===== src/rtl/circ_dag_pkg.sv =====
package circ_dag_pkg;

    typedef enum logic [1:0] {
        KIND_PTR  = 2'd0,
        KIND_MOD  = 2'd1,
        KIND_LEN  = 2'd2,
        KIND_BASE = 2'd3
    } reg_kind_e;

endpackage


===== src/rtl/dag_regfile.sv =====
module dag_regfile
    import circ_dag_pkg::*;
#(
    parameter int AW   = 14,
    parameter int NBUF = 4,
    parameter int IDXW = 2
) (
    input  logic                      clk,
    input  logic                      rst_n,
    input  logic                      wr_en,
    input  reg_kind_e                 wr_kind,
    input  logic [IDXW-1:0]           wr_idx,
    input  logic [AW-1:0]             wr_data,
    input  logic                      upd_en,
    input  logic [IDXW-1:0]           upd_idx,
    input  logic [AW-1:0]             upd_val,
    input  reg_kind_e                 rd_kind,
    input  logic [IDXW-1:0]           rd_idx,
    output logic [AW-1:0]             rd_data,
    output logic [NBUF-1:0][AW-1:0]   ptr_q,
    output logic [NBUF-1:0][AW-1:0]   mod_q,
    output logic [NBUF-1:0][AW-1:0]   len_q,
    output logic [NBUF-1:0][AW-1:0]   base_q
);

    for (genvar g = 0; g < NBUF; g++) begin : g_buf
        logic hit_w;
        logic hit_u;

        assign hit_w = wr_en && (wr_idx == IDXW'(g));
        assign hit_u = upd_en && (upd_idx == IDXW'(g));

        // pointer: a write wins over a post-modify update
        always_ff @(posedge clk) begin
            if (!rst_n) begin
                ptr_q[g] <= '0;
            end else if (hit_w && wr_kind == KIND_PTR) begin
                ptr_q[g] <= wr_data;
            end else if (hit_u) begin
                ptr_q[g] <= upd_val;
            end
        end

        // base follows every pointer write
        always_ff @(posedge clk) begin
            if (!rst_n) begin
                base_q[g] <= '0;
            end else if (hit_w && wr_kind == KIND_PTR) begin
                base_q[g] <= wr_data;
            end
        end

        always_ff @(posedge clk) begin
            if (!rst_n) begin
                mod_q[g] <= '0;
            end else if (hit_w && wr_kind == KIND_MOD) begin
                mod_q[g] <= wr_data;
            end
        end

        always_ff @(posedge clk) begin
            if (!rst_n) begin
                len_q[g] <= '0;
            end else if (hit_w && wr_kind == KIND_LEN) begin
                len_q[g] <= wr_data;
            end
        end
    end

    always_comb begin
        unique case (rd_kind)
            KIND_PTR:  rd_data = ptr_q[rd_idx];
            KIND_MOD:  rd_data = mod_q[rd_idx];
            KIND_LEN:  rd_data = len_q[rd_idx];
            KIND_BASE: rd_data = base_q[rd_idx];
            default:   rd_data = '0;
        endcase
    end

endmodule


===== src/rtl/dag_modulo.sv =====
module dag_modulo #(
    parameter int AW = 14
) (
    input  logic [AW-1:0] ptr,
    input  logic [AW-1:0] modv,
    input  logic [AW-1:0] len,
    input  logic [AW-1:0] base,
    output logic [AW-1:0] nxt
);

    localparam int EW = AW + 2;

    logic signed [EW-1:0] sum_s;
    logic signed [EW-1:0] lo_s;
    logic signed [EW-1:0] len_s;
    logic signed [EW-1:0] hi_s;
    logic signed [EW-1:0] down_s;
    logic signed [EW-1:0] up_s;
    logic                 circ;

    always_comb begin
        sum_s  = $signed({2'b00, ptr}) + $signed({{2{modv[AW-1]}}, modv});
        lo_s   = $signed({2'b00, base});
        len_s  = $signed({2'b00, len});
        hi_s   = lo_s + len_s;
        down_s = sum_s - len_s;
        up_s   = sum_s + len_s;
        circ   = (len != '0);

        if (!circ) begin
            nxt = sum_s[AW-1:0];
        end else if (sum_s >= hi_s) begin
            nxt = down_s[AW-1:0];
        end else if (sum_s < lo_s) begin
            nxt = up_s[AW-1:0];
        end else begin
            nxt = sum_s[AW-1:0];
        end
    end

endmodule


===== src/rtl/dag_outstage.sv =====
module dag_outstage #(
    parameter int AW     = 14,
    parameter bit BITREV = 1'b1
) (
    input  logic          clk,
    input  logic          rst_n,
    input  logic          fire,
    input  logic [AW-1:0] ptr_in,
    input  logic          bitrev_en,
    output logic [AW-1:0] addr_out,
    output logic          addr_valid
);

    logic [AW-1:0] addr_sel;

    if (BITREV) begin : g_rev
        logic [AW-1:0] rev;
        always_comb begin
            for (int b = 0; b < AW; b++) begin
                rev[b] = ptr_in[AW-1-b];
            end
        end
        assign addr_sel = bitrev_en ? rev : ptr_in;
    end else begin : g_norev
        assign addr_sel = ptr_in;
    end

    always_ff @(posedge clk) begin
        if (!rst_n) begin
            addr_valid <= 1'b0;
            addr_out   <= '0;
        end else begin
            addr_valid <= fire;
            if (fire) begin
                addr_out <= addr_sel;
            end
        end
    end

endmodule


===== src/rtl/circ_dag.sv =====
module circ_dag
    import circ_dag_pkg::*;
#(
    parameter int AW     = 14,
    parameter int NBUF   = 4,
    parameter int IDXW   = $clog2(NBUF),
    parameter bit BITREV = 1'b1
) (
    input  logic            clk,
    input  logic            rst_n,
    input  logic            wr_en,
    input  logic [1:0]      wr_kind,
    input  logic [IDXW-1:0] wr_idx,
    input  logic [AW-1:0]   wr_data,
    input  logic [1:0]      rd_kind,
    input  logic [IDXW-1:0] rd_idx,
    output logic [AW-1:0]   rd_data,
    input  logic            acc_en,
    input  logic [IDXW-1:0] acc_ptr,
    input  logic [IDXW-1:0] acc_mod,
    input  logic            bitrev_en,
    output logic [AW-1:0]   addr_out,
    output logic            addr_valid
);

    reg_kind_e                 wr_kind_e;
    reg_kind_e                 rd_kind_e;
    logic                      fire;
    logic [AW-1:0]             nxt_ptr;
    logic [NBUF-1:0][AW-1:0]   ptr_q;
    logic [NBUF-1:0][AW-1:0]   mod_q;
    logic [NBUF-1:0][AW-1:0]   len_q;
    logic [NBUF-1:0][AW-1:0]   base_q;

    assign wr_kind_e = reg_kind_e'(wr_kind);
    assign rd_kind_e = reg_kind_e'(rd_kind);
    // a register write in the same cycle drops the access
    assign fire      = acc_en && !wr_en;

    dag_regfile #(.AW(AW), .NBUF(NBUF), .IDXW(IDXW)) u_regs (
        .clk     (clk),
        .rst_n   (rst_n),
        .wr_en   (wr_en),
        .wr_kind (wr_kind_e),
        .wr_idx  (wr_idx),
        .wr_data (wr_data),
        .upd_en  (fire),
        .upd_idx (acc_ptr),
        .upd_val (nxt_ptr),
        .rd_kind (rd_kind_e),
        .rd_idx  (rd_idx),
        .rd_data (rd_data),
        .ptr_q   (ptr_q),
        .mod_q   (mod_q),
        .len_q   (len_q),
        .base_q  (base_q)
    );

    dag_modulo #(.AW(AW)) u_wrap (
        .ptr  (ptr_q[acc_ptr]),
        .modv (mod_q[acc_mod]),
        .len  (len_q[acc_ptr]),
        .base (base_q[acc_ptr]),
        .nxt  (nxt_ptr)
    );

    dag_outstage #(.AW(AW), .BITREV(BITREV)) u_out (
        .clk        (clk),
        .rst_n      (rst_n),
        .fire       (fire),
        .ptr_in     (ptr_q[acc_ptr]),
        .bitrev_en  (bitrev_en),
        .addr_out   (addr_out),
        .addr_valid (addr_valid)
    );

endmodule


===== config.mk =====
export PLATFORM = sky130hd
export DESIGN_NAME = circ_dag
export DESIGN_NICKNAME = d
export VERILOG_FILES = /design/src/rtl/circ_dag_pkg.sv /design/src/rtl/dag_regfile.sv /design/src/rtl/dag_modulo.sv /design/src/rtl/dag_outstage.sv /design/src/rtl/circ_dag.sv
export SDC_FILE = /design/constraint.sdc
export NUM_CORES = 1
export LEC_CHECK = 0
export ABC_AREA = 0
export BUFFER_PORTS_ARGS = -buffer_cell sky130_fd_sc_hd__buf_4
export CAP_MARGIN = 20
export CORE_MARGIN = 2
export CORE_UTILIZATION = 51
export DETAILED_ROUTE_END_ITERATION = 10
export PLACE_DENSITY = 0.81
export SYNTH_ARGS = -nofsm -noshare
export SYNTH_HDL_FRONTEND = slang
export SYNTH_SLANG_ARGS = --single-unit

===== constraint.sdc =====
create_clock -name clk -period 5.9 [get_ports clk]
set_input_delay 0.295 -clock clk [delete_from_list [all_inputs] [get_ports clk]]
set_output_delay 0.295 -clock clk [all_outputs]
set_load 0.02 [all_outputs]

==> insert_results.sql, run 1 <==
INSERT INTO impl_metrics (metric_group, metric, value, unit) VALUES
('outcome', 'outcome', 'finished, final reports clean', ''),
('synthesis', 'synth_commonest_cells', 'sky130_fd_sc_hd__nand2_1 (358), sky130_fd_sc_hd__dfxtp_1 (239), sky130_fd_sc_hd__a21oi_1 (181)', ''),
('worst_setup_path', 'timing.rr.end', 'u_regs.ptr_q[54]$_SDFFE_PN0P_', ''),
('synthesis', 'netlist_area', '0.0155', 'sq mm'),
('synthesis', 'synth_register_bits', '239', ''),
('cells_and_area', 'layout.nets', '1832', ''),
('cells_and_area', 'drive_above_1_share', '17.4', '%'),
('sta', 'worst_pin_slew', '1160', 'ps'),
('placed_design', 'preCtsSetupSlack', '181', 'ps'),
('sta', 'slew_viol_final', '0', ''),
('cells_and_area', 'postLayoutCoreUtil', '57.0', '%'),
('routing', 'vias_per_cell', '6.51', ''),
('sta', 'finalClockSkew', '20.2', 'ps'),
('power', 'intPower', '2.81', 'mW'),
('routing', 'drt.antenna.violating_nets', '0', ''),
('worst_setup_path', 'timing.critical_path.from_type', 'flip-flop', ''),
('routing', 'routed_wire_length_per_instance', '22.7', 'microns'),
('power', 'switchingPower', '1.09', 'mW'),
('routing', 'drt-initial-drc-count', '1815', ''),
('global_route', 'grt_max_degree', '81', ''),
('routing', 'routed-via-count', '13823', ''),
('cells_and_area', 'area_growth', '9.76', '%'),
('global_route', 'grt_pass1_vias', '13554', ''),
('sta', 'final-setup-viol-count', '0', ''),
('sta', 'report.final.hold_viol_count', '0', ''),
('synthesis', 'synth_edf_count', '0', ''),
('cells_and_area', 'num_antenna_cells', '0', ''),
('clock_network', 'maximum_buffer_depth_of_the_clock_tree', '3', ''),
('sta', 'fin_worst_hold_slack', '93.2', 'ps'),
('worst_setup_path', 'r2r_cells', '18', ''),
('die', 'start_util', '51.9', '%'),
('power', 'pwr-share-clk', '40.0', '%'),
('worst_setup_path', 'cp.required', '6330', 'ps'),
('placed_design', 'portBuffers', '59', ''),
('global_route', 'groute.usage.overall', '30.5', '%'),
('synthesis', 'synthesis.yosys.warnings', '0', ''),
('die', 'floorplan.rows', '63', ''),
('clock_network', 'postCtsHoldBufs', '0', ''),
('synthesis', 'area_contributors_post_synth', 'sky130_fd_sc_hd__dfxtp_1 (31%), sky130_fd_sc_hd__mux4_2 (18%), sky130_fd_sc_hd__nand2_1 (8.7%)', ''),
('worst_hold_path', 'worst_hold_path.endpoint', 'u_regs.mod_q[1]$_SDFFE_PN0P_', ''),
('die', 'die_w', '178', 'microns'),
('global_route', 'grt.met3_usage', '7.12', '%'),
('global_route', 'met2_track_utilization_from_global_routing', '49.6', '%'),
('routing', 'drc_violations_left', '0', ''),
('synthesis', 'synthMostInstantiatedCell', 'sky130_fd_sc_hd__nand2_1', ''),
('synthesis', 'post_synth_num_cell_types', '82', ''),
('placed_design', 'gpl.final_weighted_congestion', '0.946', ''),
('synthesis', 'synthesis.instances', '1714', ''),
('power', 'power.ir.vdd_worst', '0.361', 'mV'),
('power', 'power_switching_share', '27.9', '%'),
('routing', 'detail_route.wirelength', '48300', 'microns'),
('die', 'fp.dieArea', '0.0318', 'sq mm'),
('placed_design', 'placement.cell_area', '0.0162', 'sq mm'),
('worst_setup_path', 'rr_startpoint', 'u_regs.ptr_q[48]$_SDFFE_PN0P_', ''),
('clock_network', 'cts_setup_buffers', '0', ''),
('sta', 'min_period_over_period', '94.4', '%'),
('cells_and_area', 'fill_cells', '2524', ''),
('sta', 'worst_slew_margin_rel', '21.6', '%'),
('worst_hold_path', 'whs_path_depth', '3', ''),
('worst_setup_path', 'criticalPathCategory', 'flip-flop to flip-flop', ''),
('clock_network', 'post_cts.resized_instances', '0', ''),
('clock_network', 'clkLatencyLatePin', '530', 'ps'),
('global_route', 'global_route.usage.met1', '38.3', '%'),
('synthesis', 'yosys.area.top_type_share', '30.9', '%'),
('job', 'maxCapViolCount', '0', ''),
('global_route', 'busiest_layer', 'met2', ''),
('synthesis', 'synth_area_per_cell', '9.03', 'sq um'),
('synthesis', 'synth_top_cell_by_area', 'sky130_fd_sc_hd__dfxtp_1', ''),
('worst_hold_path', 'worstHoldStart', 'wr_data[1]', ''),
('global_route', 'grt_antenna_before_repair', '0', ''),
('power', 'comb_power_share', '17.5', '%');
worst max-delay path, cell delays in order (launching register included):
cell	delay, ps
sky130_fd_sc_hd__dfxtp_1	330
sky130_fd_sc_hd__mux4_2	590
sky130_fd_sc_hd__ha_1	410
sky130_fd_sc_hd__a2111oi_0	520
sky130_fd_sc_hd__o21ai_0	380
sky130_fd_sc_hd__a21boi_1	310
sky130_fd_sc_hd__o21bai_1	90
sky130_fd_sc_hd__a21oi_1	250
sky130_fd_sc_hd__xnor2_1	270
sky130_fd_sc_hd__ha_1	350
sky130_fd_sc_hd__inv_1	170
sky130_fd_sc_hd__a21oi_1	90
sky130_fd_sc_hd__a31oi_1	190
sky130_fd_sc_hd__xnor2_1	130
sky130_fd_sc_hd__or3_2	430
sky130_fd_sc_hd__a211o_2	310
sky130_fd_sc_hd__o2111ai_1	270
sky130_fd_sc_hd__nand2_1	120
sky130_fd_sc_hd__a31oi_1	240
power by group through the flow:
stage | Clock [mW] | Sequential, mW | Combinational, mW
2_1_floorplan | 0 | 1.70 | 0.476
3_3_place_gp | 0 | 1.69 | 0.649
3_5_place_dp | 0 | 1.70 | 0.659
4_1_cts | 1.56 | 1.66 | 0.662
5_1_grt | 1.63 | 1.66 | 0.722
6_report | 1.56 | 1.66 | 0.681
sequential cells by signal, indices dropped and copies added, names as in the netlist:
register,cells
u_out.addr_out,14
u_regs.len_q,56
u_out.addr_valid,1
u_regs.mod_q,56
u_regs.base_q,56
u_regs.ptr_q,56
cell type report:
class	instances	area (sq um)	area share, %
multi-input combinational	1300	9940	58.5
sequential	239	4780	28.2
timing repair buffer	102	778	4.58
clock buffer	35	711	4.18
tap	390	488	2.87
inverter	51	199	1.17
clock inverter	6	80.1	0.471
cell usage in the layout (no fill, tap or decap), types with 6 or more instances in the layout:
cell,instances
sky130_fd_sc_hd__o21bai_1,6
sky130_fd_sc_hd__a21o_1,10
sky130_fd_sc_hd__inv_1,48
sky130_fd_sc_hd__a21oi_1,181
sky130_fd_sc_hd__or2_2,7
sky130_fd_sc_hd__xnor2_1,30
sky130_fd_sc_hd__clkbuf_16,23
sky130_fd_sc_hd__nand3_1,8
sky130_fd_sc_hd__or3_1,8
sky130_fd_sc_hd__buf_4,101
sky130_fd_sc_hd__nor2_1,141
sky130_fd_sc_hd__o211ai_1,9
sky130_fd_sc_hd__o31a_1,6
sky130_fd_sc_hd__ha_1,80
sky130_fd_sc_hd__dfxtp_1,239
sky130_fd_sc_hd__a211oi_1,24
sky130_fd_sc_hd__nand2_1,358
sky130_fd_sc_hd__o21a_1,8
sky130_fd_sc_hd__a31oi_1,30
sky130_fd_sc_hd__o21ai_0,35
sky130_fd_sc_hd__nor3_1,23
sky130_fd_sc_hd__mux4_2,126
sky130_fd_sc_hd__xor2_1,12
sky130_fd_sc_hd__nand2b_1,17
sky130_fd_sc_hd__clkbuf_8,9
sky130_fd_sc_hd__a32o_1,12
sky130_fd_sc_hd__mux2i_1,72
metal layers:
| layer | wire length, microns | vias to the layer above |
|---|---|---|
| met5 | 0 | - |
| met4 | 2690 | 0 |
| met3 | 5430 | 198 |
| met2 | 22200 | 874 |
| met1 | 18000 | 6568 |
| li1 | - | 6183 |
worst max path at each step:
stage | start | endpoint | slack [ps] | cells past startpoint
floorplan | acc_ptr[0] | u_regs.ptr_q[13]$_SDFFE_PN0P_ | 300 | 25
global placement | acc_ptr[1] | u_regs.ptr_q[39]$_SDFFE_PN0P_ | 90 | 19
detailed placement | acc_ptr[1] | u_regs.ptr_q[53]$_SDFFE_PN0P_ | 180 | 21
CTS | u_regs.mod_q[42]$_SDFFE_PN0P_ | u_regs.ptr_q[39]$_SDFFE_PN0P_ | 590 | 18
global route | u_regs.mod_q[43]$_SDFFE_PN0P_ | u_regs.ptr_q[39]$_SDFFE_PN0P_ | 210 | 20
finish | u_regs.ptr_q[48]$_SDFFE_PN0P_ | u_regs.ptr_q[54]$_SDFFE_PN0P_ | 330 | 18
cell families after synthesis:
logic type	count (synthesis)	synth area share, %
adder cells (fa/ha/maj)	84	6.99
XOR/XNOR	43	2.55
buffers and inverters	175	4.88
multiplexers	200	23.1
AND/OR/NAND/NOR	602	16.3
flip-flops	239	30.9
AO/OA/AOI/OAI	371	15.2
through the flow:
step           power (mW)  cells
2_1_floorplan        2.17   1714
3_3_place_gp         2.34   2081
3_5_place_dp         2.35   2081
4_1_cts              3.88   2122
5_1_grt              4.01   2123
6_report             3.90   2123
(Power assumes the default switching activity.)
==> inputs of run 2 (changes only) <==
CORE_ASPECT_RATIO = 0.9   (was default)
CORE_UTILIZATION = 47   (was 51)
PLACE_DENSITY = 0.77   (was 0.81)
==> insert_results.sql, run 2 (same netlist as run 1, synthesis figures left out) <==
INSERT INTO impl_metrics (metric_group, metric, value, unit) VALUES
('sta', 'min_period_over_period', '92.1', '%'),
('placed_design', 'gpl.final_weighted_congestion', '0.992', ''),
('worst_setup_path', 'criticalPathCategory', 'flip-flop to flip-flop', ''),
('sta', 'finalClockSkew', '19.3', 'ps'),
('power', 'powerDensity', '225', 'mW/mm^2'),
('worst_setup_path', 'timing.critical_path.fanout_max', '11', ''),
('die', 'die_w', '195', 'microns'),
('cells_and_area', 'mostFrequentLayoutCells', 'sky130_fd_sc_hd__nand2_1 (358), sky130_fd_sc_hd__dfxtp_1 (239), sky130_fd_sc_hd__a21oi_1 (181)', ''),
('die', 'fp.dieArea', '0.0344', 'sq mm'),
('clock_network', 'cts_tree', 'yes', ''),
('sta', 'worst_pin_slew', '1130', 'ps'),
('global_route', 'groute.usage.overall', '28.8', '%'),
('cells_and_area', 'layout.cells.most_common', 'sky130_fd_sc_hd__nand2_1', ''),
('power', 'power.ir.vdd_worst', '0.293', 'mV'),
('sta', 'fin_worst_hold_slack', '95.1', 'ps'),
('routing', 'routed-via-count', '13873', ''),
('global_route', 'grt_pass1_vias', '13407', ''),
('worst_setup_path', 'type_of_element_capturing_the_critical_path', 'flip-flop', ''),
('clock_network', 'cts_htree_levels', '1', ''),
('power', 'switchingPower', '1.11', 'mW'),
('power', 'seqPwrFrac', '43.4', '%'),
('sta', 'grt_setup_unrepaired', 'no', ''),
('cells_and_area', 'layout.nets', '1828', ''),
('cells_and_area', 'drive_above_1_share', '17.2', '%'),
('power', 'intPower', '2.72', 'mW'),
('power', 'pwr-share-clk', '38.4', '%'),
('power', 'power', '3.83', 'mW'),
('clock_network', 'postCtsHoldBufs', '0', ''),
('clock_network', 'clock-sinks', '239', ''),
('sta', 'report.final.hold_viol_count', '0', ''),
('clock_network', 'maximum_buffer_depth_of_the_clock_tree', '3', ''),
('worst_setup_path', 'cp.required', '6310', 'ps'),
('clock_network', 'clkLatencyLatePin', '530', 'ps'),
('power', 'power_switching_share', '29.0', '%'),
('job', 'maxCapViolCount', '0', ''),
('die', 'floorplan.rows', '63', ''),
('worst_setup_path', 'timing.critical_path.arrival', '5840', 'ps'),
('outcome', 'outcome', 'finished, final reports clean', ''),
('global_route', 'grt_overflow', '0', ''),
('sta', 'fin_crit', '5430', 'ps'),
('global_route', 'grt_max_degree', '94', ''),
('cells_and_area', 'postLayoutCoreUtil', '52.0', '%'),
('routing', 'drc_violations_left', '0', ''),
('clock_network', 'clkSlewWorstSetupHoldPaths', '60', 'ps'),
('die', 'fp.coreArea', '0.0327', 'sq mm'),
('routing', 'drt-initial-drc-count', '1975', ''),
('routing', 'detail_route.wirelength', '50100', 'microns'),
('sta', 'fmax_achieved', '184', 'MHz'),
('power', 'p_leak', '6.31', 'nW'),
('worst_hold_path', 'hold_path.class', 'primary input to flip-flop', ''),
('clock_network', 'clk_root_buffer_cell', 'sky130_fd_sc_hd__clkbuf_16', ''),
('die', 'start_util', '47.3', '%'),
('placed_design', 'place_hpwl', '36700', 'microns'),
('clock_network', 'post_cts.resized_instances', '0', ''),
('routing', 'detailedRoute.firstPassIterationCount', '9', ''),
('power', 'comb_power_share', '18.2', '%'),
('global_route', 'grt_pass1_wl', '76300', 'microns'),
('cells_and_area', 'layout.cell_area.non_filler', '0.0170', 'sq mm'),
('worst_setup_path', 'timing.critical_path.from_type', 'flip-flop', ''),
('die', 'num_io_pins', '60', ''),
('sta', 'slew_viol_final', '0', ''),
('placed_design', 'placement.cell_area', '0.0162', 'sq mm'),
('sta', 'final-setup-viol-count', '0', ''),
('sta', 'worst_slew_margin_rel', '23.9', '%'),
('routing', 'routed_wire_length_per_instance', '23.3', 'microns'),
('routing', 'vias_per_cell', '6.45', ''),
('global_route', 'grt_antenna_before_repair', '3', ''),
('clock_network', 'cts_setup_buffers', '0', ''),
('sta', 'tns', '0', 'ps'),
('clock_network', 'numCtsBuffers', '25', ''),
('cells_and_area', 'area_growth', '9.84', '%'),
('routing', 'drt.antenna.violating_nets', '0', ''),
('placed_design', 'portBuffers', '59', ''),
('die', 'die-height', '176', 'microns');
-- run 2: power by group through the flow --
stage          sequential [mW]  clock [mW]  combinational [mW]
2_1_floorplan             1.70           0               0.476
3_3_place_gp              1.69           0               0.661
3_5_place_dp              1.70           0               0.672
4_1_cts                   1.66        1.47               0.675
5_1_grt                   1.66        1.53               0.736
6_report                  1.66        1.47               0.696
-- run 2: path summary, 6_finish.rpt --
path / slack [ps] / endpoint / from / cells after the start
max: 470 / u_regs.ptr_q[51]$_SDFFE_PN0P_ / u_regs.mod_q[42]$_SDFFE_PN0P_ / 18
min: 100 / u_regs.mod_q[0]$_SDFFE_PN0P_ / wr_data[0] / 3
max reg2reg: 470 / u_regs.ptr_q[51]$_SDFFE_PN0P_ / u_regs.mod_q[42]$_SDFFE_PN0P_ / 18
min reg2reg: 470 / u_regs.mod_q[52]$_SDFFE_PN0P_ / u_regs.mod_q[52]$_SDFFE_PN0P_ / 2
-- run 2: final cells by class --
cell class                      instances  area [sq um]
Timing Repair Buffer                   96           792
Inverter                               51           199
Tap cell                              422           528
Clock buffer                           35           693
Clock inverter                          6          36.3
Multi-Input combinational cell       1300          9960
Fill cell                            2912         15700
Sequential cell                       239          4780
Antenna cell                            2          5.00
-- run 2: per-stage QoR --
| step | setup WS, ps | std cells |
|---|---|---|
| 5_1_grt | 206 | 2150 |
| 3_5_place_dp | 203 | 2105 |
| 6_report | 466 | 2151 |
| 4_1_cts | 590 | 2146 |
| 2_1_floorplan | 297 | 1714 |
| 3_3_place_gp | 239 | 2103 |
-- run 2: critical path, stage by stage, from the launching register on --
cell	delay, ps
sky130_fd_sc_hd__dfxtp_1	320
sky130_fd_sc_hd__mux4_2	530
sky130_fd_sc_hd__ha_1	290
sky130_fd_sc_hd__fa_1	470
sky130_fd_sc_hd__a211oi_1	330
sky130_fd_sc_hd__o21ai_0	170
sky130_fd_sc_hd__xnor2_1	270
sky130_fd_sc_hd__inv_1	170
sky130_fd_sc_hd__ha_1	310
sky130_fd_sc_hd__o21ai_0	250
sky130_fd_sc_hd__nor2_1	80
sky130_fd_sc_hd__a21oi_1	300
sky130_fd_sc_hd__a31o_2	240
sky130_fd_sc_hd__a31oi_1	120
sky130_fd_sc_hd__o211a_1	390
sky130_fd_sc_hd__a21oi_2	230
sky130_fd_sc_hd__a211oi_1	100
sky130_fd_sc_hd__a311o_1	450
sky130_fd_sc_hd__a32o_1	300
-- run 2: layer usage --
metal,wire length [microns],GRT usage [%],part of all wire [%]
met1,19000,36.6,38
met2,22500,45.8,45
met3,6330,8.08,13
met4,2340,13.0,4.7
met5,0,0,0
